$ cat src/rtl/sdaw_pkg.sv
package sdaw_pkg;

   // Outcome of one poll instant for the low-sample tracker
   typedef enum logic [1:0] {
      SMP_IDLE  = 2'd0,
      SMP_CLEAR = 2'd1,
      SMP_COUNT = 2'd2
   } smp_e;

   // Width needed to hold values 0..n-1, never below one bit
   function automatic int unsigned idx_w(input int unsigned n);
      return (n > 1) ? $clog2(n) : 1;
   endfunction

   function automatic smp_e classify(input logic poll, input logic sda,
                                     input logic host_on);
      if (!poll)
         return SMP_IDLE;
      else if (!host_on || sda)
         return SMP_CLEAR;
      else
         return SMP_COUNT;
   endfunction

endpackage

$ cat src/rtl/sdaw_poll_timer.sv
module sdaw_poll_timer #(
   parameter int unsigned PRE_DIV    = 125000,
   parameter int unsigned POLL_TICKS = 700
) (
   input  logic clk,
   input  logic rst_n,
   input  logic restart_i,
   output logic poll_o
);
   localparam int unsigned PW = sdaw_pkg::idx_w(PRE_DIV);
   localparam int unsigned TW = sdaw_pkg::idx_w(POLL_TICKS);

   logic tick;
   logic [TW-1:0] tick_q;

   generate
      if (PRE_DIV < 1) begin : g_bad_div
         $error("PRE_DIV must be at least 1");
      end
      if (POLL_TICKS < 1) begin : g_bad_ticks
         $error("POLL_TICKS must be at least 1");
      end

      if (PRE_DIV == 1) begin : g_no_pre
         assign tick = 1'b1;
      end else begin : g_pre
         logic [PW-1:0] pre_q;
         always_ff @(posedge clk or negedge rst_n) begin
            if (!rst_n)
               pre_q <= '0;
            else if (restart_i || pre_q == PW'(PRE_DIV - 1))
               pre_q <= '0;
            else
               pre_q <= pre_q + 1'b1;
         end
         assign tick = (pre_q == PW'(PRE_DIV - 1));
      end

      if (POLL_TICKS == 1) begin : g_one_tick
         assign tick_q = '0;
      end else begin : g_ticks
         logic [TW-1:0] tq;
         always_ff @(posedge clk or negedge rst_n) begin
            if (!rst_n)
               tq <= '0;
            else if (restart_i)
               tq <= '0;
            else if (tick)
               tq <= (tq == TW'(POLL_TICKS - 1)) ? '0 : tq + 1'b1;
         end
         assign tick_q = tq;
      end
   endgenerate

   assign poll_o = tick && (tick_q == TW'(POLL_TICKS - 1));

endmodule

$ cat src/rtl/sdaw_low_tracker.sv
module sdaw_low_tracker #(
   parameter int unsigned LOW_LIMIT = 3
) (
   input  logic clk,
   input  logic rst_n,
   input  logic poll_i,
   input  logic sda_i,
   input  logic host_on_i,
   input  logic write_done_i,
   output logic hit_o
);
   import sdaw_pkg::*;

   localparam int unsigned LW = idx_w(LOW_LIMIT + 1);

   generate
      if (LOW_LIMIT < 1) begin : g_bad_limit
         $error("LOW_LIMIT must be at least 1");
      end
   endgenerate

   logic [LW-1:0] low_q;
   smp_e          verdict;

   assign verdict = classify(poll_i && !write_done_i, sda_i, host_on_i);
   assign hit_o   = (verdict == SMP_COUNT) && (low_q == LW'(LOW_LIMIT - 1));

   always_ff @(posedge clk or negedge rst_n) begin
      if (!rst_n) begin
         low_q <= '0;
      end else if (write_done_i) begin
         low_q <= '0;
      end else begin
         unique case (verdict)
            SMP_CLEAR: low_q <= '0;
            SMP_COUNT: low_q <= hit_o ? '0 : low_q + 1'b1;
            default:   low_q <= low_q;
         endcase
      end
   end

endmodule

$ cat src/rtl/sdaw_sat_counter.sv
module sdaw_sat_counter #(
   parameter int unsigned W = 16
) (
   input  logic         clk,
   input  logic         rst_n,
   input  logic         inc_i,
   output logic [W-1:0] cnt_o
);
   localparam logic [W-1:0] TOP = {W{1'b1}};

   generate
      if (W < 1) begin : g_bad_w
         $error("W must be at least 1");
      end
   endgenerate

   logic [W-1:0] cnt_q;

   always_ff @(posedge clk or negedge rst_n) begin
      if (!rst_n)
         cnt_q <= '0;
      else if (inc_i && cnt_q != TOP)
         cnt_q <= cnt_q + 1'b1;
   end

   assign cnt_o = cnt_q;

endmodule

$ cat src/rtl/sda_stall_guard.sv
module sda_stall_guard #(
   parameter int unsigned PRE_DIV    = 125000,
   parameter int unsigned POLL_TICKS = 700,
   parameter int unsigned LOW_LIMIT  = 3,
   parameter int unsigned REC_W      = 16
) (
   input  logic             clk,
   input  logic             rst_n,
   input  logic             sda_i,
   input  logic             host_on_i,
   input  logic             write_done_i,
   output logic             reinit_o,
   output logic [REC_W-1:0] recov_cnt_o
);
   logic poll_raw;
   logic poll_gated;
   logic hit;
   logic reinit_q;

   sdaw_poll_timer #(
      .PRE_DIV   (PRE_DIV),
      .POLL_TICKS(POLL_TICKS)
   ) u_timer (
      .clk      (clk),
      .rst_n    (rst_n),
      .restart_i(reinit_q),
      .poll_o   (poll_raw)
   );

   // no sample is taken during the reinit cycle
   assign poll_gated = poll_raw && !reinit_q;

   sdaw_low_tracker #(
      .LOW_LIMIT(LOW_LIMIT)
   ) u_track (
      .clk         (clk),
      .rst_n       (rst_n),
      .poll_i      (poll_gated),
      .sda_i       (sda_i),
      .host_on_i   (host_on_i),
      .write_done_i(write_done_i),
      .hit_o       (hit)
   );

   always_ff @(posedge clk or negedge rst_n) begin
      if (!rst_n)
         reinit_q <= 1'b0;
      else
         reinit_q <= hit;
   end

   sdaw_sat_counter #(
      .W(REC_W)
   ) u_recov (
      .clk  (clk),
      .rst_n(rst_n),
      .inc_i(hit),
      .cnt_o(recov_cnt_o)
   );

   assign reinit_o = reinit_q;

endmodule

$ cat config.mk
export PLATFORM = sky130hd
export DESIGN_NAME = sda_stall_guard
export DESIGN_NICKNAME = d
export VERILOG_FILES = /design/src/rtl/sdaw_pkg.sv /design/src/rtl/sdaw_poll_timer.sv /design/src/rtl/sdaw_low_tracker.sv /design/src/rtl/sdaw_sat_counter.sv /design/src/rtl/sda_stall_guard.sv
export SDC_FILE = /design/constraint.sdc
export NUM_CORES = 1
export LEC_CHECK = 0
export ABC_AREA = 1
export BUFFER_PORTS_ARGS = -buffer_cell sky130_fd_sc_hd__buf_2
export CORE_AREA = 3 3 71 73
export CTS_CLUSTER_SIZE = 24
export DETAILED_ROUTE_END_ITERATION = 16
export DIE_AREA = 0 0 74 76
export PLACE_DENSITY_LB_ADDON = 0.3
export SYNTH_ARGS = -nofsm -noshare
export SYNTH_HDL_FRONTEND = slang
export SYNTH_SLANG_ARGS = --single-unit
$ cat constraint.sdc
create_clock -name clk -period 4.3 [get_ports clk]
set_clock_uncertainty 0.2 [all_clocks]
set_input_delay 0.645 -clock clk [delete_from_list [all_inputs] [get_ports clk]]
set_output_delay 0.645 -clock clk [all_outputs]
set_load 0.03 [all_outputs]
# [After elaboration in Yosys (flattened, before gate mapping)]
# Cells that the tools add are included.
[word_totals] output_inout_bits=17 register_bits=46
[op_classes] eq_ne=6 n_mux=9 n_reduce_logical=12 add_sub_neg=4
[ops] cell="10-bit 2-to-1 mux" n=3
[ops] cell="17-bit by 1-bit adder with 17-bit output, second input constant" n=1
[ops] cell="17-bit == test, second input constant" n=1
[ops] cell="17-bit 2-to-1 mux" n=1
[ops] cell="16-bit by 1-bit adder with 16-bit output, second input constant" n=1
[ops] cell="16-bit != test, second input constant" n=1
[ops] cell="10-bit by 1-bit adder with 10-bit output, second input constant" n=1
[ops] cell="10-bit == test, second input constant" n=1
[ops] cell="2-bit 2-to-1 mux" n=4
[ops] cell="1-bit logical AND" n=5
[ops] cell="2-bit == test, second input constant" n=2
[ops] cell="2-bit one-hot mux with 2 select lines" n=1
[ops] cell="1-bit zero test" n=3
[ops] cell="3-bit nonzero test" n=1
[ops] cell="2-bit by 1-bit adder with 2-bit output, second input constant" n=1
[ops] cell="2-bit by 1-bit == test with 1-bit output, second input constant" n=1
[ops] cell="1-bit logical OR" n=2
[ops] cell="2-bit nonzero test" n=1

# [Longest topological paths before layout]
[logic_depth] ltp_word=10 depth_mapped=11 ltp_nobuf=11

# [Cells and area by module]
# Synthesis repeated with hierarchy kept, for this count alone.
[hier_totals] hier_cells=405 hier_area_um2=2852.7
[by_module_without_submodules] module="sdaw_poll_timer" area_each_um2=1641.6 instances=1 seq_area_each_um2=675.6 cells_per_inst=236
[by_module_without_submodules] module="sdaw_sat_counter" area_each_um2=1058.5 instances=1 seq_area_each_um2=400.4 cells_per_inst=149
[by_module_without_submodules] module="sdaw_low_tracker" area_each_um2=117.6 instances=1 seq_area_each_um2=50.0 cells_per_inst=17
[by_module_without_submodules] module="sda_stall_guard" area_each_um2=35.0 instances=1 seq_area_each_um2=25.0 cells_per_inst=3

# [Worst setup path before layout]
# OpenSTA, ideal clock, no wires.
[synth_timing] kind="input -> register" from="in sda_i" to="reg u_recov.cnt_q[15] (netlist: u_recov.cnt_o[15])" arrival_time_ns=1.625 slack_ns=2.357 t_required_ns=3.982 stages=8 setup_ns=0.118 cell_sequence="or2_2 -> nor2_1 -> nand4_1 -> nor2_2 -> buf_6 -> nand3_1 -> nand2_1 -> nand2_1"
[synth_between] elab_chain_cells=6
[synth_lines] element="from (decl)" line_no="sda_stall_guard.sv:9" rtl="input logic sda_i,"
[synth_lines] element="1-bit logical OR" line_no="sdaw_pkg.sv:19" rtl="else if (!host_on || sda)"
[synth_lines] element="2-bit 2-to-1 mux" line_no="sdaw_pkg.sv:19"
[synth_lines] element="2-bit 2-to-1 mux" line_no="sdaw_pkg.sv:17" rtl="if (!poll)"
[synth_lines] element="2-bit == test" line_no="sdaw_low_tracker.sv:26" rtl="assign hit_o = (verdict == SMP_COUNT) && (low_q == LW'(LOW_LIMIT - 1));"
[synth_lines] element="1-bit logical AND" line_no="sdaw_low_tracker.sv:26"
[synth_lines] element="1-bit logical AND" line_no="sdaw_sat_counter.sv:22" rtl="else if (inc_i && cnt_q != TOP)"
[synth_lines] element="to (signal assigned)" line_no="sdaw_sat_counter.sv:23" rtl="cnt_q <= cnt_q + 1'b1;"
[synth_lines] element="to (decl)" line_no="sdaw_sat_counter.sv:17" rtl="logic [W-1:0] cnt_q;"
# No other way between the ends.
# A chain may end at the register's enable or synchronous reset.

# [Worst setup path in the final report]
[layout_timing] from="reg u_timer.g_pre.pre_q[0]" to="reg u_timer.g_ticks.tq[5]"
[layout_between] elab_chain_cells=2
[layout_lines] element="from (decl)" line_no="sdaw_poll_timer.sv:27" rtl="logic [PW-1:0] pre_q;"
[layout_lines] element="from (signal assigned)" line_no="sdaw_poll_timer.sv:34" rtl="pre_q <= pre_q + 1'b1;"
[layout_lines] element="17-bit == test" line_no="sdaw_poll_timer.sv:36" rtl="assign tick = (pre_q == PW'(PRE_DIV - 1));"
[layout_lines] element="2-bit nonzero test (no source line)"
[layout_lines] element="to (signal assigned)" line_no="sdaw_poll_timer.sv:49" rtl="tq <= (tq == TW'(POLL_TICKS - 1)) ? '0 : tq + 1'b1;"
[layout_lines] element="to (decl)" line_no="sdaw_poll_timer.sv:42" rtl="logic [TW-1:0] tq;"
# No other way between the ends.

==> flow_metrics.tcl <==
set metrics [dict create \
    status "finished clean" \
    final_core_util_pct 65.6 \
    cts_made_buffers 5 \
    ranking_of_synthesized_cells_by_area "sky130_fd_sc_hd__dfrtp_1 (44%), sky130_fd_sc_hd__nand2_1 (12%), sky130_fd_sc_hd__inv_1 (7.8%), sky130_fd_sc_hd__nor2_1 (7.4%), sky130_fd_sc_hd__nand3_1 (5.1%)" \
    routed-via-count 2344 \
    cts_root_buffer "sky130_fd_sc_hd__clkbuf_8" \
    critical-path-top-delay-family "simple AND/OR/NAND/NOR gates" \
    numPortBuffers 21 \
    irDropWorstVdd_v 0.000179 \
    cts_htree_levels 2 \
    drive_gt1_share_pct 10.9 \
    report.final.hold_viol_count 0 \
    synth_cell_types 33 \
    detailed_place_hpwl_um 4070 \
    synth-edff-count 0 \
    finalWirelength_um 5360 \
    cts_tree "yes" \
    design.core.area_mm2 0.00441 \
    antenna_found_initial 0 \
    final_nets 392 \
    number_of_design_rule_violations_left_by_the_first_detailed_router_iteration 185 \
    ys_top_cells_by_count "sky130_fd_sc_hd__nand2_1 (86), sky130_fd_sc_hd__inv_1 (55), sky130_fd_sc_hd__nor2_1 (52)" \
    dpl_cell_area_mm2 0.00278 \
    clk_buf_depth 2 \
    finalCriticalPeriod_ns 2.47 \
    setup_viol 0 \
    register_clock_pin_slew_on_the_reported_worst_setup_and_hold_paths_ns 0.09 \
    worst-setup-path-type "reg -> reg" \
    worstHoldPathType "reg -> reg" \
    detail_route.first_pass.iterations 4 \
    floorplan.initialDensity_pct 59.9 \
    final_max_slew_viol_count 0 \
    grt_pass1_vias 2264 \
    ant_nets 0 \
    worst_ep_required_time_ns 4.29 \
    post-synth-top-count-cell "sky130_fd_sc_hd__nand2_1" \
    largest_net_degree_at_the_start_of_global_routing 47 \
    die_area_mm2 0.00562 \
    critical_path.slowest_cell "sky130_fd_sc_hd__nand2_1" \
    timing.critical_path.cells "ha_1 > nand3_1 > nor2_1 > nand3_1 > nand2_1 > inv_1 > nor4_1 > nor2_1" \
    syn2layout_area_growth_pct 9.46 \
    synth_seq_cells 46 \
    critical_path.n_buffers_inverters 1 \
    postSynthCellCount 360 \
    holdBufCountCts 0 \
    cap_violations 0 \
    floorplan.rows 24 \
    sinks_on_clock_net 46 \
    period_share_pct 57.4 \
    worstSetupEndpointType "flip-flop" \
    rsz0062_at_grt "no" \
    cts_resized 0 \
    insertion_delay_ns 0.30 \
    slew_headroom_pct 34.8 \
    synth_top_area_share_pct 43.5 \
    worstRegToRegCells 8 \
    nFillCells 406 \
    detail_route.vias_per_cell 5.38 \
    grt_pass1_wl_um 9630 \
    crit_path_max_fanout 25 \
    die_y_um 76 \
    post_cts_buffers 0 \
    die_width_um 74 \
    min_delay_path_depth 1 \
    maxClockFrequency_ghz 0.405 \
    n_antenna_cell 0 \
    power.density_mw_per_mm2 265 \
    place.gp.congestion 0.883 \
    worstPathArrival_ns 2.46 \
    post_synth_instance_area_mm2 0.00265 \
    yosys_most_used_dff "sky130_fd_sc_hd__dfrtp_1" \
    synth.yosys.seq_area_share_pct 43.5 \
    crit_path_start_kind "flip-flop" \
    yosys_warnings 0 \
    synth_area_leader_cell "sky130_fd_sc_hd__dfrtp_1" \
    design.portCount 22 \
    synth_fp_nets 368 \
    drt_drc_violations_left 0 \
    static-leakage-power_nw 1.39 \
    path_depth 8 \
    grt.overflow.total 0 \
    wl_per_cell_um 12.3 \
    tns_ns 0 \
    async_flop_share_pct 100 \
    total_power_mw 0.767 \
    syn_area_per_cell_um2 7.35 \
    overall_fraction_of_global_route_tracks_in_use_pct 21.0 \
    worst_pin_slew_ns 0.978 \
    final_cell_area_mm2 0.00290 \
    cp_max_stage_delay_ns 0.62 \
]
[layout make-up]
type / instances / area (um^2) / area share (%)
Clock buffer: 6 / 82.6 / 2.85
Clock inverter: 1 / 30.0 / 1.04
Inverter: 56 / 210 / 7.26
Multi-Input combinational cell: 254 / 1250 / 43.2
Sequential cell: 46 / 1150 / 39.8
Tap cell: 52 / 65.1 / 2.25
Timing Repair Buffer: 21 / 105 / 3.63
[cell usage in the layout (no fill, tap or decap), types with 2 or more instances in the layout]
master	synthesis	final
sky130_fd_sc_hd__nand3_1	27	27
sky130_fd_sc_hd__nor2_2	4	4
sky130_fd_sc_hd__xor2_1	8	8
sky130_fd_sc_hd__inv_1	55	55
sky130_fd_sc_hd__ha_1	3	3
sky130_fd_sc_hd__o21a_1	2	2
sky130_fd_sc_hd__nor3_2	3	3
sky130_fd_sc_hd__clkbuf_8	0	6
sky130_fd_sc_hd__nor3_1	14	14
sky130_fd_sc_hd__nor4_1	4	4
sky130_fd_sc_hd__a31oi_1	2	2
sky130_fd_sc_hd__nand4_1	10	10
sky130_fd_sc_hd__nand2_2	3	3
sky130_fd_sc_hd__buf_2	2	21
sky130_fd_sc_hd__nor2_1	52	52
sky130_fd_sc_hd__dfrtp_1	46	46
sky130_fd_sc_hd__o22ai_1	2	2
sky130_fd_sc_hd__a21oi_1	9	9
sky130_fd_sc_hd__o21ai_0	10	10
sky130_fd_sc_hd__nand2_1	86	86
sky130_fd_sc_hd__nand3b_1	4	4
[report_power, final]
part	total (mW)	leakage (nW)	internal, mW	switching, mW
registers	0.432	0.623	0.432	0
clock network	0.323	0.0573	0.186	0.137
logic	0.0116	0.714	0.00196	0.00968
[per-layer routing]
layer	share of wire [%]	vias to the layer above	global-route usage [%]
li1	-	1194	-
met1	45	1074	27.4
met2	49	63	34.1
met3	4.5	13	4.75
met4	2.0	0	6.70
met5	0	-	0
[worst paths after layout]
check | startpoint | endpoint | slack [ns]
max in group asynchronous | rst_n | u_timer.g_pre.pre_q[12]$_DFF_PN0_ | 2.99
min in group asynchronous | rst_n | u_timer.g_pre.pre_q[14]$_DFF_PN0_ | 0.30
setup reg to reg | u_timer.g_pre.pre_q[0]$_DFF_PN0_ | u_timer.g_ticks.tq[5]$_DFFE_PN0N_ | 1.83
setup / recovery | u_timer.g_pre.pre_q[0]$_DFF_PN0_ | u_timer.g_ticks.tq[5]$_DFFE_PN0N_ | 1.83
hold / removal | u_timer.g_pre.pre_q[0]$_DFF_PN0_ | u_timer.g_pre.pre_q[0]$_DFF_PN0_ | 0.27
hold reg to reg | u_timer.g_pre.pre_q[0]$_DFF_PN0_ | u_timer.g_pre.pre_q[0]$_DFF_PN0_ | 0.27
[flip-flops by register name, indices dropped and copies added (netlist names)]
name	count
reinit_o	1
u_recov.cnt_o	16
u_timer.g_pre.pre_q	17
u_timer.g_ticks.tq	10
u_track.low_q	2
[cell families (layout without fill, tap and decap cells)]
logic type | after synthesis | count (layout) | synth area share [%]
XOR/XNOR | 9 | 9 | 2.98
flip-flops | 46 | 46 | 43.5
AO/OA/AOI/OAI | 30 | 30 | 6.53
AND/OR/NAND/NOR | 212 | 212 | 36.4
buffers and inverters | 60 | 84 | 9.18
adder cells (fa/ha/maj) | 3 | 3 | 1.42
[stage by stage]
step	hold slack, ns	worst slack [ns]	instances
finish	0.268	1.83	436
global route	0.278	1.58	436
CTS	0.270	1.82	436
detailed placement	0.260	1.74	429
global placement	0.244	1.82	429
floorplan	0.149	2.36	360
Power figures use the tool's default switching activity.
